## src/rtl/rtc_calendar.sv

```systemverilog
module rtc_calendar #(
  parameter int IW = 4
) (
  input  logic          clk,
  input  logic          rst_n,
  input  logic          tick,
  input  logic          sec_clr,
  input  logic          wr_en,
  input  logic [IW-1:0] wr_idx,
  input  logic [3:0]    wr_data,
  input  logic [IW-1:0] rd_idx,
  output logic [3:0]    rd_data,
  output logic          leap_year
);
  localparam int NDIG = 13;
  localparam int MT   = 9;
  localparam int DOW  = 12;

  function automatic logic [6:0] bin(input logic [3:0] t, input logic [3:0] u);
    return 7'(t) * 7'd10 + 7'(u);
  endfunction

  function automatic logic [7:0] bcd(input logic [6:0] v);
    return {4'(v / 7'd10), 4'(v % 7'd10)};
  endfunction

  logic [3:0] dg [NDIG];
  logic [3:0] nx [NDIG];

  logic [6:0] sec_v, min_v, hr_v, day_v, mon_v, yr_v, dmax;
  logic [6:0] sec_n, min_n, hr_n, day_n, mon_n, yr_n;
  logic [3:0] dow_n;
  logic [7:0] mon_b;
  logic [1:0] yr_mod;
  logic       c_sec, c_min, c_hr, c_day, c_mon;

  assign sec_v = bin(dg[1], dg[0]);
  assign min_v = bin(dg[3], dg[2]);
  assign hr_v  = bin(dg[5], dg[4]);
  assign day_v = bin(dg[7], dg[6]);
  assign mon_v = bin({3'b000, dg[MT][0]}, dg[8]);
  assign yr_v  = bin(dg[11], dg[10]);

  assign yr_mod    = {dg[11][0], 1'b0} + dg[10][1:0];
  assign leap_year = (yr_mod == dg[MT][3:2]);

  always_comb begin
    case (mon_v)
      7'd2:                    dmax = leap_year ? 7'd29 : 7'd28;
      7'd4, 7'd6, 7'd9, 7'd11: dmax = 7'd30;
      default:                 dmax = 7'd31;
    endcase
  end

  assign c_sec = sec_clr ? (sec_v >= 7'd30) : (tick && sec_v >= 7'd59);
  assign c_min = c_sec && min_v >= 7'd59;
  assign c_hr  = c_min && hr_v >= 7'd23;
  assign c_day = c_hr && day_v >= dmax;
  assign c_mon = c_day && mon_v >= 7'd12;

  assign sec_n = sec_clr ? 7'd0 : !tick ? sec_v : (sec_v >= 7'd59) ? 7'd0 : sec_v + 7'd1;
  assign min_n = !c_sec ? min_v : (min_v >= 7'd59) ? 7'd0 : min_v + 7'd1;
  assign hr_n  = !c_min ? hr_v  : (hr_v  >= 7'd23) ? 7'd0 : hr_v + 7'd1;
  assign day_n = !c_hr  ? day_v : (day_v >= dmax)  ? 7'd1 : day_v + 7'd1;
  assign mon_n = !c_day ? mon_v : (mon_v >= 7'd12) ? 7'd1 : mon_v + 7'd1;
  assign yr_n  = !c_mon ? yr_v  : (yr_v  >= 7'd99) ? 7'd0 : yr_v + 7'd1;
  assign dow_n = !c_hr  ? dg[DOW] : (dg[DOW] >= 4'd6) ? 4'd0 : dg[DOW] + 4'd1;
  assign mon_b = bcd(mon_n);

  always_comb begin
    {nx[1], nx[0]}   = bcd(sec_n);
    {nx[3], nx[2]}   = bcd(min_n);
    {nx[5], nx[4]}   = bcd(hr_n);
    {nx[7], nx[6]}   = bcd(day_n);
    nx[8]            = mon_b[3:0];
    nx[MT]           = {dg[MT][3:2], 1'b0, mon_b[4]};
    {nx[11], nx[10]} = bcd(yr_n);
    nx[DOW]          = dow_n;
    for (int k = 0; k < NDIG; k++)
      if (wr_en && wr_idx == IW'(k))
        nx[k] = (k == MT) ? {wr_data[3:2], 1'b0, wr_data[0]} : wr_data;
  end

  always_ff @(posedge clk or negedge rst_n) begin
    if (!rst_n) begin
      for (int k = 0; k < NDIG; k++)
        dg[k] <= (k == 6 || k == 8) ? 4'd1 : 4'd0;
    end else begin
      for (int k = 0; k < NDIG; k++)
        dg[k] <= nx[k];
    end
  end

  always_comb begin
    rd_data = '0;
    for (int k = 0; k < NDIG; k++)
      if (rd_idx == IW'(k))
        rd_data = (k == MT) ? {dg[MT][3:2], leap_year, dg[MT][0]} : dg[k];
  end
endmodule

```

## config.mk

```make
export PLATFORM = sky130hd
export DESIGN_NAME = rtc_calendar
export DESIGN_NICKNAME = d
export VERILOG_FILES = /design/src/rtl/rtc_calendar.sv
export SDC_FILE = /design/constraint.sdc
export NUM_CORES = 1
export LEC_CHECK = 0
export BUFFER_PORTS_ARGS = -buffer_cell sky130_fd_sc_hd__buf_2
export CORE_MARGIN = 2
export CORE_UTILIZATION = 60
export CTS_CLUSTER_SIZE = 14
export DETAILED_ROUTE_END_ITERATION = 16
export GPL_ROUTABILITY_DRIVEN = 1
export HOLD_SLACK_MARGIN = 0.03
export PLACE_DENSITY = 0.77
export REMOVE_ABC_BUFFERS = 1
export SYNTH_ARGS = -nofsm -noshare
export SYNTH_HDL_FRONTEND = slang
export SYNTH_SLANG_ARGS = --single-unit
```

## constraint.sdc

```tcl
create_clock -name clk -period 7.7 [get_ports clk]
set_clock_uncertainty 0.15 [all_clocks]
set_input_delay 1.54 -clock clk [delete_from_list [all_inputs] [get_ports clk]]
set_output_delay 1.54 -clock clk [all_outputs]
set_load 0.01 [all_outputs]
```

==> results.json, run 1 <==
{
  "cts-htree-levels": 2,
  "cp.required_ns": 7.78,
  "via_count": 7189,
  "cts_buffer_depth": 2,
  "end_kind": "flip-flop",
  "synthArstFlopShare": 1.00,
  "clkSinkCount": 51,
  "synth_cell_type_count": 99,
  "antenna_found_initial": 0,
  "cp-startpoint": "dg[45]",
  "hold_violations": 0,
  "drive_gt1_frac": 0.106,
  "routabilityCongestion": 0.892,
  "layout_min_cycle_time_ns": 7.25,
  "rsz0062_at_grt": "no",
  "clk-insertion-delay-late_ns": 0.29,
  "die_h_um": 113,
  "violations": "design-rule violations",
  "r2r_cells": 26,
  "ys_top_cells_by_area": "dfrtp_1 (17%), ha_1 (11%), a21oi_1 (4.9%)",
  "grt_overflow": 0,
  "regMostFlops": "dg",
  "setup_viol": 0,
  "yosys_warnings": 0,
  "cp_max_fo": 19,
  "vias_per_cell": 6.87,
  "slew_violations": 0,
  "die_x_um": 113,
  "hpwl_um": 16300,
  "seq_area_frac_synth": 0.180,
  "slew_headroom": 0.391,
  "root_buffer": "clkbuf_16",
  "min_to": "dg[3]",
  "tns_ns": 0,
  "largest_reg_flops": 51,
  "r2r-start": "dg[45]",
  "tritoncts": "built",
  "pin_count": 22,
  "final_antenna_net_count": 0,
  "cts_inserted_buffers": 5,
  "startpoint_type": "flip-flop",
  "final_common_cell": "nand2_1",
  "grt_pass1_vias": 6845,
  "drc_errors": 1,
  "dieArea_um2": 12700,
  "period_share": 0.941,
  "wl_per_cell_um": 19.8,
  "arrival_ns": 7.33,
  "fmax_mhz": 138,
  "core_area_um2": 11500,
  "post_cts_buffers": 0,
  "reg.largest.list": "dg (51)",
  "final_cell_mix": "nand2_1 (91), nor2_1 (85), a21oi_1 (70), ha_1 (61), o21ai_0 (56)",
  "drt_first_pass_iters": 12,
  "worstHoldStart": "dg[3]",
  "grt_pass1_wl_um": 34100,
  "wl_um": 20700,
  "dr.first_iter.drc_count": 920,
  "portBuffers": 21,
  "initial_core_util": 0.617,
  "synth_area_um2": 7110,
  "drv_cap": 0,
  "grt_max_degree": 52,
  "path_clk_slew_ns": 0.07,
  "std_cell_rows": 39,
  "syn_inst": 892,
  "diodes": 0,
  "path_class": "flip-flop to flip-flop",
  "synth_top_cell_area_share": 0.172,
  "synth_flop_cell": "dfrtp_1",
  "area_delta_synth_final_pct": 5.38,
  "synth_top_cell_by_area": "dfrtp_1",
  "hold_buffers": 0,
  "nNetsFinal": 991,
  "reg2reg_slack_ns": 0.45,
  "synth_edf_count": 0,
  "worst_slew_pin_slew_ns": 0.908,
  "run_status": "finished, violations left",
  "ys_ff_latch": 51,
  "grt_use_total": 0.327,
  "r2r_end": "dg[25]",
  "hold_class": "flip-flop to flip-flop",
  "min_delay_path_depth": 2,
  "syn_area_per_cell_um2": 7.97
}
-- cell type report --
class                   instances  area [um^2]
repair buffers                 27          150
clock inverters                 3         23.8
inverters                      39          146
multi-input cells             779         5590
flip-flops and latches         51         1280
fillers                       982         4020
clock buffers                   5          125
well taps                     143          179
-- how the worst max path moves through the flow --
stage / to / slack, ns / depth (start not counted)
4_1_cts: dg[25] / 0.54 / 26
3_5_place_dp: dg[25] / 0.59 / 26
5_1_grt: dg[20] / 0.007 / 26
2_1_floorplan: dg[41] / 1.40 / 23
3_3_place_gp: dg[25] / 0.86 / 23
6_report: dg[25] / 0.45 / 26
-- repair_timing --
action                     in CTS  in global routing
setup endpoints to repair       0                  1
gates resized for setup         0                  0
hold endpoints to repair        0                  0
-- stage by stage --
step	cells	setup WS [ns]	hold WS [ns]	area (um^2)	utilization
final	1047	0.454	0.421	7490	0.651
after global placement	1039	0.861	0.402	7340	0.638
after floorplan	869	1.40	0.357	7020	-
after detailed placement	1039	0.593	0.396	7340	0.638
after CTS	1047	0.543	0.412	7490	0.651
after global routing	1047	0.00706	0.447	7490	0.651
-- metal layers --
metal  track usage  vias up  part of all wire
li1              -     3363                 -
met1         0.455     3400              0.43
met2         0.529      358              0.46
met3        0.0375       68             0.079
met4         0.120        0             0.035
met5             0        -                 0
-- Yosys cell counts, types with 15 or more instances --
cell and number:
nand2_1 91, mux2i_1 19, o21ai_0 56, dfrtp_1 49, nand3_1 20, nand2b_1 18
inv_1 38, nor3_1 33, mux2_2 15, xnor2_1 29, nor2_1 85, a21oi_1 70
xor2_1 21, ha_1 61
-- cell families (layout without fill, tap and decap cells) --
logic type / count (synthesis) / in the layout / share of synthesized area
compound gates: 274 / 274 / 0.271
xor+xnor: 51 / 51 / 0.0639
fa+ha+maj: 72 / 72 / 0.137
buf+inv: 62 / 74 / 0.0340
flops: 51 / 51 / 0.180
mux: 42 / 42 / 0.0748
simple gates: 340 / 340 / 0.239
-- worst max-delay path, cell delays in order (launching register included) --
cell and delay (ns):
dfrtp_1 0.42, ha_1 0.32, ha_1 0.21, fa_1 0.59
nand2_1 0.07, a21oi_1 0.25, mux2i_1 0.32, a311oi_2 0.08
buf_4 0.22, nor3_4 0.74, a21boi_0 0.32, nor2_1 0.47
xnor2_1 0.19, or2_2 0.15, and3_1 0.20, ha_1 0.22
inv_1 0.05, o31ai_1 0.31, a22oi_1 0.13, o211ai_2 0.32
xnor2_1 0.21, ha_1 0.27, o31a_1 0.16, a31oi_1 0.04
mux2i_1 0.30, mux2_2 0.38, nand2_1 0.05
Power of run 1 is left out: the tool's default activity adds up to more than one toggle a clock period on the data nets, which glitch-free logic cannot reach.
==> run 2, diff against run 1 <==
--- a/config.mk
+++ b/config.mk
@@ -5,7 +5,9 @@
 export SDC_FILE = /design/constraint.sdc
 export NUM_CORES = 1
 export LEC_CHECK = 0
+export ABC_AREA = 1
 export BUFFER_PORTS_ARGS = -buffer_cell sky130_fd_sc_hd__buf_2
+export CORE_ASPECT_RATIO = 1.4
 export CORE_MARGIN = 2
 export CORE_UTILIZATION = 60
 export CTS_CLUSTER_SIZE = 14
==> results.json, run 2 <==
{
  "run_status": "finished, final reports clean",
  "final_antenna_net_count": 0,
  "fill_cells": 1069,
  "syn_inst": 1044,
  "grt_use_total": 0.296,
  "core_area_um2": 10800,
  "std_cell_rows": 45,
  "nNetsFinal": 1156,
  "die_h_um": 128,
  "drive_gt1_frac": 0.0833,
  "min_delay_path_depth": 2,
  "postCtsResizedCells": 0,
  "final_common_cell": "nand2_1",
  "period_share": 0.746,
  "drv_cap": 0,
  "grt_pass1_wl_um": 28100,
  "slew_violations": 0,
  "grt_pass1_vias": 6264,
  "min_to": "dg[3]",
  "path_clk_slew_ns": 0.07,
  "r2r_cells": 33,
  "seq_area_frac_synth": 0.194,
  "worst_slew_pin_slew_ns": 0.656,
  "synth_top_cell_by_area": "dfrtp_1",
  "setup_viol": 0,
  "cts_buffer_depth": 2,
  "synth_edf_count": 0,
  "end_kind": "flip-flop",
  "portBuffers": 21,
  "cp_slowest_stage_delay_ns": 0.52,
  "reg.largest.list": "dg (51)",
  "ys_ff_latch": 51,
  "dr_wl_met3_um": 608,
  "r2r-start": "dg[45]",
  "hold_violations": 0,
  "tns_ns": 0,
  "path_buf_inv": 4,
  "path_class": "flip-flop to flip-flop",
  "rsz0062_at_grt": "no",
  "largest_reg_flops": 51,
  "crit_top_cell": "nand2_1",
  "synth_cell_type_count": 50,
  "final_cell_mix": "nand2_1 (306), inv_1 (161), nand3_1 (105), nor2_1 (80), ha_1 (61)",
  "wl_um": 17000,
  "startpoint_type": "flip-flop",
  "yosys_warnings": 0,
  "dr.max_layer_used": "met4",
  "drt_first_pass_iters": 5,
  "diodes": 0,
  "yosys-top-cells-count": "nand2_1 (306), inv_1 (161), nand3_1 (105)",
  "arrival_ns": 5.82,
  "dieArea_um2": 11900,
  "r2r_end": "dg[34]",
  "cp_slowest_cell": "fa_1",
  "hold_buffers": 0,
  "initial_core_util": 0.613,
  "fmax_mhz": 174,
  "cp.required_ns": 7.78,
  "post_cts_buffers": 0,
  "syn_area_per_cell_um2": 6.32,
  "synthArstFlopShare": 1.00,
  "ys_top_cells_by_area": "dfrtp_1 (19%), nand2_1 (17%), ha_1 (12%)",
  "slew_headroom": 0.563,
  "yosysMostFrequentCell": "nand2_1",
  "via_count": 6631,
  "pin_count": 22,
  "vias_per_cell": 5.48,
  "cts_inserted_buffers": 5,
  "hold_class": "flip-flop to flip-flop",
  "reg2reg_slack_ns": 1.96,
  "grt_overflow": 0,
  "critical_path.top_delay_family": "simple AND/OR/NAND/NOR gates",
  "cts-htree-levels": 2,
  "grt_max_degree": 52,
  "die_x_um": 92.6,
  "layout_min_cycle_time_ns": 5.74,
  "synth_flop_cell": "dfrtp_1",
  "root_buffer": "clkbuf_16",
  "hpwl_um": 13900,
  "clkSinkCount": 51,
  "drc_errors": 0,
  "tritoncts": "built",
  "dr.first_iter.drc_count": 338,
  "antenna_found_initial": 0,
  "regMostFlops": "dg",
  "worstHoldStart": "dg[3]",
  "synth_area_um2": 6600,
  "wl_per_cell_um": 14.1,
  "clk-insertion-delay-late_ns": 0.29,
  "routabilityCongestion": 0.881,
  "area_delta_synth_final_pct": 6.05,
  "synth_top_cell_area_share": 0.186,
  "cp_max_fo": 10,
  "dr_wl_met2_um": 8890,
  "routedLengthMet1_um": 6760
}
run 2: changes by cell type in the layout (fill, tap and decap cells not counted), moves of 23 or more:
cell,change
nand3_1,+85
inv_1,+123
a21oi_1,-38
nand4_1,+24
nor3_1,-23
nand2_1,+215
xnor2_1,-25
run 2: worst max-delay path by stage:
stage / from / end / slack (ns) / cells after the start
floorplan: dg[45] / dg[4] / 2.71 / 35
global placement: sec_clr / dg[28] / 2.18 / 27
detailed placement: dg[45] / dg[4] / 2.04 / 35
CTS: dg[45] / dg[4] / 2.01 / 35
global route: dg[37] / dg[34] / 1.44 / 33
finish: dg[45] / dg[34] / 1.96 / 33
run 2: layout make-up:
class | count | area, um^2 | area share
Multi-Input combinational cell | 814 | 4640 | 0.663
Sequential cell | 51 | 1280 | 0.183
Inverter | 174 | 653 | 0.0934
Tap cell | 141 | 176 | 0.0252
Clock buffer | 8 | 136 | 0.0195
Timing Repair Buffer | 22 | 113 | 0.0161
run 2: routing by layer:
layer  vias up  global-route usage
li1       3439                   -
met1      2989               0.331
met2       149               0.562
met3        54              0.0218
met4         0               0.137
met5         -                   0
run 2: worst reg2reg max path, delay by kind of cell (launching register included):
kind                     cells  cell delay (ns)
AO/OA/AOI/OAI                2             0.56
XOR/XNOR                     1             0.19
adder cells (fa/ha/maj)      5             1.44
buffers and inverters        4             0.38
flip-flops                   1             0.41
AND/OR/NAND/NOR             21             2.54
run 2: logic make-up (layout without fill, tap and decap cells):
logic type,Yosys count,count (layout),synth area share
AO/OA/AOI/OAI,131,131,0.116
XOR/XNOR,31,31,0.0457
adder cells (fa/ha/maj),71,71,0.146
buffers and inverters,179,204,0.103
flip-flops,51,51,0.194
AND/OR/NAND/NOR,581,581,0.396
run 2: through the flow:
stage / setup slack [ns] / instance area, um^2 / std cells / util / hold WS (ns)
final: 1.96 / 6990 / 1210 / 0.650 / 0.359
after global routing: 1.44 / 6990 / 1210 / 0.650 / 0.422
after floorplan: 2.71 / 6570 / 1039 / - / 0.314
after CTS: 2.01 / 6990 / 1210 / 0.650 / 0.360
after global placement: 2.18 / 6860 / 1202 / 0.638 / 0.339
after detailed placement: 2.04 / 6860 / 1202 / 0.638 / 0.345
Power of run 2 is left out for the same reason.
